<file path="src/rtl/trace_pin_pkg.sv">
package trace_pin_pkg;

  typedef enum logic {
    LC_NRZ   = 1'b0,
    LC_MANCH = 1'b1
  } line_code_e;

endpackage

</file>
<file path="src/rtl/trace_pin_cfg.sv">
module trace_pin_cfg
  import trace_pin_pkg::*;
#(
  parameter int PRESC_W = 16
) (
  input  logic               clk,
  input  logic               rst_n,
  input  logic               wr_en,
  input  logic               wr_sel,
  input  logic [PRESC_W-1:0] wr_data,
  output line_code_e         code,
  output logic [PRESC_W-1:0] presc
);

  line_code_e         code_d;
  logic [PRESC_W-1:0] presc_d;

  always_comb begin
    code_d  = code;
    presc_d = presc;
    if (wr_en && !wr_sel) code_d  = line_code_e'(wr_data[0]);
    if (wr_en &&  wr_sel) presc_d = wr_data;
  end

  always_ff @(posedge clk or negedge rst_n) begin
    if (!rst_n) begin
      code  <= LC_NRZ;
      presc <= '0;
    end else begin
      code  <= code_d;
      presc <= presc_d;
    end
  end

endmodule

</file>
<file path="src/rtl/trace_pin_hold.sv">
module trace_pin_hold #(
  parameter int BYTE_W = 8
) (
  input  logic              clk,
  input  logic              rst_n,
  input  logic              push,
  input  logic [BYTE_W-1:0] push_data,
  input  logic              take,
  output logic              full,
  output logic [BYTE_W-1:0] data
);

  logic              full_d;
  logic              load_en;

  assign load_en = push && !full;

  always_comb begin
    full_d = full;
    if (take)    full_d = 1'b0;
    if (load_en) full_d = 1'b1;
  end

  always_ff @(posedge clk or negedge rst_n) begin
    if (!rst_n) full <= 1'b0;
    else        full <= full_d;
  end

  always_ff @(posedge clk or negedge rst_n) begin
    if (!rst_n)       data <= '0;
    else if (load_en) data <= push_data;
  end

endmodule

</file>
<file path="src/rtl/trace_pin_rate.sv">
module trace_pin_rate #(
  parameter int PRESC_W = 16
) (
  input  logic               clk,
  input  logic               rst_n,
  input  logic               run,
  input  logic [PRESC_W-1:0] presc,
  output logic               tick
);

  logic [PRESC_W-1:0] cnt;
  logic [PRESC_W-1:0] cnt_d;

  assign tick = run && (cnt == presc);

  always_comb begin
    if (run && !tick) cnt_d = cnt + 1'b1;
    else              cnt_d = '0;
  end

  always_ff @(posedge clk or negedge rst_n) begin
    if (!rst_n) cnt <= '0;
    else        cnt <= cnt_d;
  end

endmodule

</file>
<file path="src/rtl/trace_pin_shift.sv">
module trace_pin_shift
  import trace_pin_pkg::*;
#(
  parameter int BYTE_W = 8
) (
  input  logic              clk,
  input  logic              rst_n,
  input  line_code_e        code,
  input  logic              tick,
  input  logic              hold_full,
  input  logic [BYTE_W-1:0] hold_data,
  output logic              take,
  output logic              busy,
  output logic              pin
);

  localparam int UNIT_W    = $clog2(2 * BYTE_W + 2);
  localparam int NRZ_LAST  = BYTE_W + 1;
  localparam int MAN_LAST  = 2 * BYTE_W - 1;

  logic [UNIT_W-1:0] unit;
  logic [UNIT_W-1:0] unit_d;
  logic [UNIT_W-1:0] last_unit;
  logic [BYTE_W-1:0] data_q;
  logic              busy_d;
  logic              at_end;
  logic [BYTE_W-1:0] nrz_shift;
  logic [BYTE_W-1:0] man_shift;

  assign last_unit = (code == LC_MANCH) ? UNIT_W'(MAN_LAST) : UNIT_W'(NRZ_LAST);
  assign at_end    = busy && tick && (unit == last_unit);
  assign take      = hold_full && (!busy || at_end);

  always_comb begin
    busy_d = busy;
    unit_d = unit;
    if (take) begin
      busy_d = 1'b1;
      unit_d = '0;
    end else if (at_end) begin
      busy_d = 1'b0;
      unit_d = '0;
    end else if (busy && tick) begin
      unit_d = unit + 1'b1;
    end
  end

  always_ff @(posedge clk or negedge rst_n) begin
    if (!rst_n) begin
      busy <= 1'b0;
      unit <= '0;
    end else begin
      busy <= busy_d;
      unit <= unit_d;
    end
  end

  always_ff @(posedge clk or negedge rst_n) begin
    if (!rst_n)    data_q <= '0;
    else if (take) data_q <= hold_data;
  end

  assign nrz_shift = data_q >> (unit - 1'b1);
  assign man_shift = data_q >> unit[UNIT_W-1:1];

  always_comb begin
    if (!busy) begin
      pin = (code == LC_NRZ);
    end else if (code == LC_MANCH) begin
      pin = man_shift[0] ^ unit[0];
    end else if (unit == '0) begin
      pin = 1'b0;
    end else if (unit == last_unit) begin
      pin = 1'b1;
    end else begin
      pin = nrz_shift[0];
    end
  end

endmodule

</file>
<file path="src/rtl/trace_pin_top.sv">
module trace_pin_top
  import trace_pin_pkg::*;
#(
  parameter int PRESC_W = 16,
  parameter int BYTE_W  = 8
) (
  input  logic               clk,
  input  logic               rst_n,
  input  logic               in_valid,
  output logic               in_ready,
  input  logic [BYTE_W-1:0]  in_data,
  input  logic               cfg_we,
  input  logic               cfg_sel,
  input  logic [PRESC_W-1:0] cfg_wdata,
  output logic               pin_out
);

  logic               rst_meta;
  logic               rst_sync_n;
  line_code_e         code;
  logic [PRESC_W-1:0] presc;
  logic               hold_full;
  logic [BYTE_W-1:0]  hold_data;
  logic               take;
  logic               shift_busy;
  logic               unit_tick;
  logic               mode_manch;

  always_ff @(posedge clk or negedge rst_n) begin
    if (!rst_n) begin
      rst_meta   <= 1'b0;
      rst_sync_n <= 1'b0;
    end else begin
      rst_meta   <= 1'b1;
      rst_sync_n <= rst_meta;
    end
  end

  trace_pin_cfg #(.PRESC_W(PRESC_W)) u_cfg (
    .clk     (clk),
    .rst_n   (rst_sync_n),
    .wr_en   (cfg_we),
    .wr_sel  (cfg_sel),
    .wr_data (cfg_wdata),
    .code    (code),
    .presc   (presc)
  );

  trace_pin_hold #(.BYTE_W(BYTE_W)) u_hold (
    .clk       (clk),
    .rst_n     (rst_sync_n),
    .push      (in_valid),
    .push_data (in_data),
    .take      (take),
    .full      (hold_full),
    .data      (hold_data)
  );

  trace_pin_rate #(.PRESC_W(PRESC_W)) u_rate (
    .clk   (clk),
    .rst_n (rst_sync_n),
    .run   (shift_busy),
    .presc (presc),
    .tick  (unit_tick)
  );

  trace_pin_shift #(.BYTE_W(BYTE_W)) u_shift (
    .clk       (clk),
    .rst_n     (rst_sync_n),
    .code      (code),
    .tick      (unit_tick),
    .hold_full (hold_full),
    .hold_data (hold_data),
    .take      (take),
    .busy      (shift_busy),
    .pin       (pin_out)
  );

  assign in_ready   = !hold_full;
  assign mode_manch = (code == LC_MANCH);

endmodule

</file>
<file path="config.mk">
export PLATFORM = sky130hd
export DESIGN_NAME = trace_pin_top
export DESIGN_NICKNAME = d
export VERILOG_FILES = /design/src/rtl/trace_pin_pkg.sv /design/src/rtl/trace_pin_cfg.sv /design/src/rtl/trace_pin_hold.sv /design/src/rtl/trace_pin_rate.sv /design/src/rtl/trace_pin_shift.sv /design/src/rtl/trace_pin_top.sv
export SDC_FILE = /design/constraint.sdc
export NUM_CORES = 1
export LEC_CHECK = 0
export ABC_CLOCK_PERIOD_IN_PS = 2900
export BUFFER_PORTS_ARGS = -buffer_cell sky130_fd_sc_hd__buf_2
export CORE_ASPECT_RATIO = 1.5
export CORE_MARGIN = 2
export CORE_UTILIZATION = 33
export DETAILED_ROUTE_END_ITERATION = 6
export PLACE_DENSITY_LB_ADDON = 0.12
export SETUP_SLACK_MARGIN = 0.02
export SLEW_MARGIN = 20
export SYNTH_ARGS = -nofsm -noshare
export SYNTH_HDL_FRONTEND = slang
export SYNTH_HIERARCHICAL = 1
export SYNTH_SLANG_ARGS = --single-unit
</file>
<file path="constraint.sdc">
create_clock -name clk -period 2.9 [get_ports clk]
set_input_delay 0.725 -clock clk [delete_from_list [all_inputs] [get_ports clk]]
set_output_delay 0.725 -clock clk [all_outputs]
set_load 0.05 [all_outputs]
</file>
==> impl_metrics.py, run 1 <==
metrics = {
    "setup_path": {
        "end_kind": "primary output",
        "critPathMaxFanout": 9,
        "worstSetupPathType": "reg2out",
        "cp.arrival_ns": 2.04,
        "crit_path_start_kind": "flip-flop",
        "required_ns": 2.17,
    },
    "clock_tree": {
        "cts_hold_buf": 0,
        "h-tree-depth": 3,
        "cts.sinks": 58,
        "postCtsResizedCells": 0,
        "cts.clk_slew.worst_paths_ns": 0.05,
        "cts_tree": "yes",
        "numCtsBuffers": 9,
        "clock_path_buffers": 2,
        "clkLatencyLatePin_ns": 0.33,
        "cts_root_buf": "clkbuf_16",
        "postCtsSetupRepairBufs": 0,
    },
    "die": {
        "core_sq_um": 9200,
        "die_h_um": 123.0,
        "die_w_um": 83.35,
        "rows": 43,
        "die_area_sq_um": 10250,
        "ios": 31,
        "initial_utilization_pct": 33.88,
    },
    "yosys": {
        "synth_top_cell_by_area": "dfrtp_1",
        "ys_top_cells_by_area": "dfrtp_1, mux2_4, xnor2_1",
        "synth_common_cells": "dfrtp_1, mux2_4, xnor2_1, nor2_1, nand3_1",
        "syn_area_per_cell_sq_um": 12.22,
        "yosysWarnings": 6,
        "ys_seq_area_share_pct": 46.57,
        "ys_seq_elements": 58,
        "synth_top_area_share_pct": 46.57,
        "syn-num-nets": 288,
        "yosysUniqueCellTypes": 48,
        "synth.most_common_cell": "dfrtp_1",
        "syn-instance-count": 255,
        "yosys_most_used_dff": "dfrtp_1",
        "synth.cell_area_sq_um": 3117,
        "synth-async-reset-ratio_pct": 100.0,
        "synth-edff-count": 0,
    },
    "sta": {
        "hold_viol_final": 0,
        "fin_skew_ns": 0.005084,
        "setup_viol": 0,
        "worst_slew_pin_slew_ns": 0.7376,
        "drv_slew": 0,
        "period_share_pct": 95.43,
        "fin_tns_setup_ns": 0,
        "period_needed_ns": 2.768,
        "timing.slew.headroom_pct": 50.83,
        "rsz0062_at_grt": "no",
        "fmax_mhz": 361.3,
    },
    "power_and_ir_drop": {
        "p_leak_uw": 0.001667,
        "cellPowerDensity_nw_per_um2": 725.4,
        "ir_worst_vdd_mv": 0.3367,
    },
    "global_routing": {
        "grt_max_degree": 33,
        "first_global_vias": 2110,
        "grtUsageTotal_pct": 13.84,
        "grt_pass1_wl_um": 10670,
        "grt-ovfl-total": 0,
        "antenna_found_initial": 0,
    },
    "detailed_routing": {
        "drtPass1Iterations": 6,
        "vias": 1988,
        "drtIter0Drc": 86,
        "wl_um": 6323,
        "final_antenna_net_count": 0,
        "drcViolationCount": 0,
        "wire_per_inst_um": 15.42,
        "via_per_inst": 4.849,
    },
    "finish": {
        "nets": 326,
        "drive_above_1_share_pct": 34.56,
        "area_growth_pct": 19.35,
        "utilization_pct": 40.43,
        "n_antenna_cell": 0,
    },
    "placed_design": {
        "port_buffers": 30,
        "gp_congestion": 0.7939,
        "dp_hpwl_um": 4665,
    },
    "outcome": {
        "status": "finished, final reports clean",
    },
    "hold_path": {
        "hold_path.class": "in2async",
    },
    "job": {
        "drv_cap": 0,
    },
}
## cells by family after synthesis
logic type,after synthesis,share of synthesized area (%)
simple gates,75,13.21
flops,58,46.57
mux,41,18.83
xor+xnor,32,8.992
compound gates,24,6.183
buf+inv,20,4.496
fa+ha+maj,4,1.606
other cells,1,0.1203
## per-stage QoR
step | worst slack, ns | std cells | hold slack, ns | area, sq um | total power, uW
floorplan | 0.08625 | 255 | 0.3312 | 3118 | 1424
global placement | 0.4114 | 394 | 0.3353 | 3366 | 1521
detailed placement | 0.3952 | 394 | 0.3533 | 3366 | 1528
CTS | 0.02999 | 410 | 0.1601 | 3701 | 2750
global route | 0.009853 | 410 | 0.1606 | 3720 | 2845
finish | 0.1324 | 410 | 0.1764 | 3720 | 2698
## report_power, final
part / leakage [uW] / total (uW) / switching (uW) / internal, uW
registers: 0.000718 / 1100 / 162 / 936
logic: 0.000789 / 412 / 169 / 243
clock network: 0.000160 / 1190 / 352 / 837
## state kept, by name, summed over array words and instances (netlist names)
register	cells
rst_meta	1
rst_sync_n	1
u_cfg/code	1
u_cfg/presc	16
u_hold/data	8
u_hold/full	1
u_rate/cnt	16
u_shift/busy	1
u_shift/data_q	8
u_shift/unit	5
## layout make-up
type                    count  area (sq um)
fillers                   912          5480
multi-input cells         177          1538
flip-flops and latches     58          1453
clock buffers              11         232.7
repair buffers             39         224.0
well taps                 112         140.1
clock inverters             5         102.6
inverters                   8         30.03
## critical path: stages (launching register included)
cell	delay [ns]
dfrtp_1	0.37
buf_6	0.15
mux4_2	0.52
a31o_2	0.24
a21oi_1	0.13
o211ai_1	0.10
buf_4	0.20
## worst paths after layout
check	slack, ns	depth (start not counted)	endpoint	from
worst min-delay path	0.18	1	rst_meta$_DFF_PN0_	rst_n
max in group asynchronous	1.89	1	u_cfg/presc[0]$_DFFE_PN0P_	rst_sync_n$_DFF_PN0_
worst max register to register	0.66	7	u_shift/data_q[0]$_DFFE_PN0P_	u_rate/cnt[7]$_DFF_PN0_
worst min register to register	0.33	0	u_hold/data[4]$_DFFE_PN0P_	rst_sync_n$_DFF_PN0_
min in group clk	0.38	0	rst_sync_n$_DFF_PN0_	rst_meta$_DFF_PN0_
worst max-delay path	0.13	6	pin_out	u_shift/unit[0]$_DFFE_PN0P_
## cells in the final DEF, fill, tap and decap left out, drive strengths merged, types with 2 or more instances in the layout
cell and instances:
nand2 10, mux2 33, bufinv 3, xor2 6
o22ai 2, a22o 2, mux4 3, mux2i 5
clkbuf 11, nor2 21, a21oi 7, dfrtp 58
and3 2, nor4 4, buf 39, o21ai 4
nand4 9, inv 8, and2 2, nor3 7
xnor2 26, ha 4, nand2b 2, nand3 11
## metal layers
layer / track usage (%) / vias to the layer above / part of all wire, % / wire (um)
met4: 7.377 / 0 / 1.9 / 120
li1: - / 979 / - / -
met3: 4.005 / 8 / 3.2 / 200
met5: 0 / - / 0 / 0
met2: 25.45 / 24 / 56 / 3553
met1: 14.17 / 977 / 39 / 2448
Note: power is estimated with default switching activity, not from simulation.
==> run 2: changes to the inputs <==
Settings changed: CTS_BUF_LIST set to sky130_fd_sc_hd__clkbuf_16.
==> impl_metrics.py, run 2 (synthesis gave the netlist of run 1 again) <==
metrics = {
    "outcome": {
        "status": "finished, final reports clean",
    },
    "setup_path": {
        "reg2reg_depth": 7,
        "r2r_slack_ns": 0.66,
        "r2r-start": "u_rate/cnt[7]$_DFF_PN0_",
        "crit_path_start": "u_shift/unit[0]$_DFFE_PN0P_",
        "worstSetupPathType": "reg2out",
        "crit_path_start_kind": "flip-flop",
        "required_ns": 2.17,
        "cp.arrival_ns": 2.04,
        "worstReg2RegEnd": "u_shift/data_q[0]$_DFFE_PN0P_",
        "setup.worst_path.end": "pin_out",
        "critPathMaxFanout": 9,
        "end_kind": "primary output",
    },
    "detailed_routing": {
        "wl_um": 6324,
        "drcViolationCount": 0,
        "via_per_inst": 4.837,
        "wire_per_inst_um": 15.42,
        "drtPass1Iterations": 6,
        "vias": 1983,
        "final_antenna_net_count": 0,
        "drtIter0Drc": 86,
    },
    "sta": {
        "drv_slew": 0,
        "setup_viol": 0,
        "period_needed_ns": 2.768,
        "hold_viol_final": 0,
        "timing.slew.headroom_pct": 50.87,
        "fin_skew_ns": 0.005240,
        "period_share_pct": 95.44,
        "fin_ws_ns": 0.1322,
        "rsz0062_at_grt": "no",
        "fmax_mhz": 361.3,
        "worst_slew_pin_slew_ns": 0.7370,
        "fin_tns_setup_ns": 0,
    },
    "finish": {
        "nets": 326,
        "stdcell_count": 410,
        "area_growth_pct": 19.35,
        "utilization_pct": 40.43,
        "final_common_cell": "dfrtp_1",
        "n_antenna_cell": 0,
        "drive_above_1_share_pct": 34.56,
        "reg_top3": "u_cfg/presc x16, u_rate/cnt x16",
        "layout_common_cells": "dfrtp_1, buf_2, mux2_4, xnor2_1, nor2_1",
    },
    "job": {
        "drv_cap": 0,
    },
    "power_and_ir_drop": {
        "totalPowerFinal_uw": 2693,
        "ir_worst_vdd_mv": 0.3367,
        "cellPowerDensity_nw_per_um2": 724.0,
        "p_leak_uw": 0.001675,
    },
    "global_routing": {
        "grt_max_degree": 33,
        "grt_pass1_wl_um": 10670,
        "grtUsageTotal_pct": 13.84,
        "antenna_found_initial": 0,
        "grt-ovfl-total": 0,
        "first_global_vias": 2110,
    },
    "placed_design": {
        "placed_cells": 394,
        "port_buffers": 30,
        "gp_congestion": 0.7939,
        "dp_slack_ns": 0.3952,
        "dp_hpwl_um": 4665,
    },
    "clock_tree": {
        "h-tree-depth": 3,
        "clock_path_buffers": 2,
        "cts_tree": "yes",
        "clkLatencyLatePin_ns": 0.33,
        "cts_root_buf": "clkbuf_16",
        "numCtsBuffers": 9,
        "cts.clk_slew.worst_paths_ns": 0.05,
        "postCtsResizedCells": 0,
        "cts.sinks": 58,
        "cts_hold_buf": 0,
        "postCtsSetupRepairBufs": 0,
    },
    "die": {
        "core_sq_um": 9200,
        "ios": 31,
        "die_area_sq_um": 10250,
        "die_w_um": 83.35,
        "initial_utilization_pct": 33.88,
        "rows": 43,
        "die_h_um": 123.0,
    },
    "hold_path": {
        "hold_path.class": "in2async",
    },
}
-- run 2: cell count changes in the layout (fill, tap and decap cells not counted) --
cell / before / now
inv_1: 6 / 8
clkbuf_1: 2 / 0
-- run 2: how the worst min path moves through the flow --
stage                             from                    to  slack [ns]  cells after the start
floorplan           rst_meta$_DFF_PN0_  rst_sync_n$_DFF_PN0_        0.33                      0
global placement    rst_meta$_DFF_PN0_  rst_sync_n$_DFF_PN0_        0.34                      0
detailed placement  rst_meta$_DFF_PN0_  rst_sync_n$_DFF_PN0_        0.35                      0
CTS                              rst_n  rst_sync_n$_DFF_PN0_        0.16                      1
global route                     rst_n  rst_sync_n$_DFF_PN0_        0.16                      1
finish                           rst_n    rst_meta$_DFF_PN0_        0.18                      1
-- run 2: final cells by class --
type,count,area (sq um)
inverter,8,30.03
timing repair buffer,39,224.0
fill,912,5480
clock buffer,9,225.2
sequential,58,1453
clock inverter,7,110.1
multi-input combinational,177,1538
tap,112,140.1
-- run 2: critical path: stages (launching register included) --
cell	delay (ns)
dfrtp_1	0.37
buf_6	0.15
mux4_2	0.52
a31o_2	0.24
a21oi_1	0.13
o211ai_1	0.10
buf_4	0.20
-- run 2: report_power, final --
part	internal (uW)	switching, uW	leakage, uW	total, uW
combinational	243	169	0.000789	412
clock	829	354	0.000168	1180
sequential	936	162	0.000718	1100
-- run 2: through the flow --
step	area [sq um]	hold slack, ns
6_report	3720	0.1760
5_1_grt	3720	0.1603
3_5_place_dp	3366	0.3533
2_1_floorplan	3118	0.3312
4_1_cts	3701	0.1598
3_3_place_gp	3366	0.3353
-- run 2: routing by layer --
metal / global-route usage (%) / up-vias / share of wire (%) / wire length [um]
li1: - / 978 / - / -
met1: 14.17 / 974 / 39 / 2473
met2: 25.45 / 23 / 56 / 3534
met3: 4.005 / 8 / 3.1 / 194
met4: 7.377 / 0 / 1.9 / 121
met5: 0 / - / 0 / 0
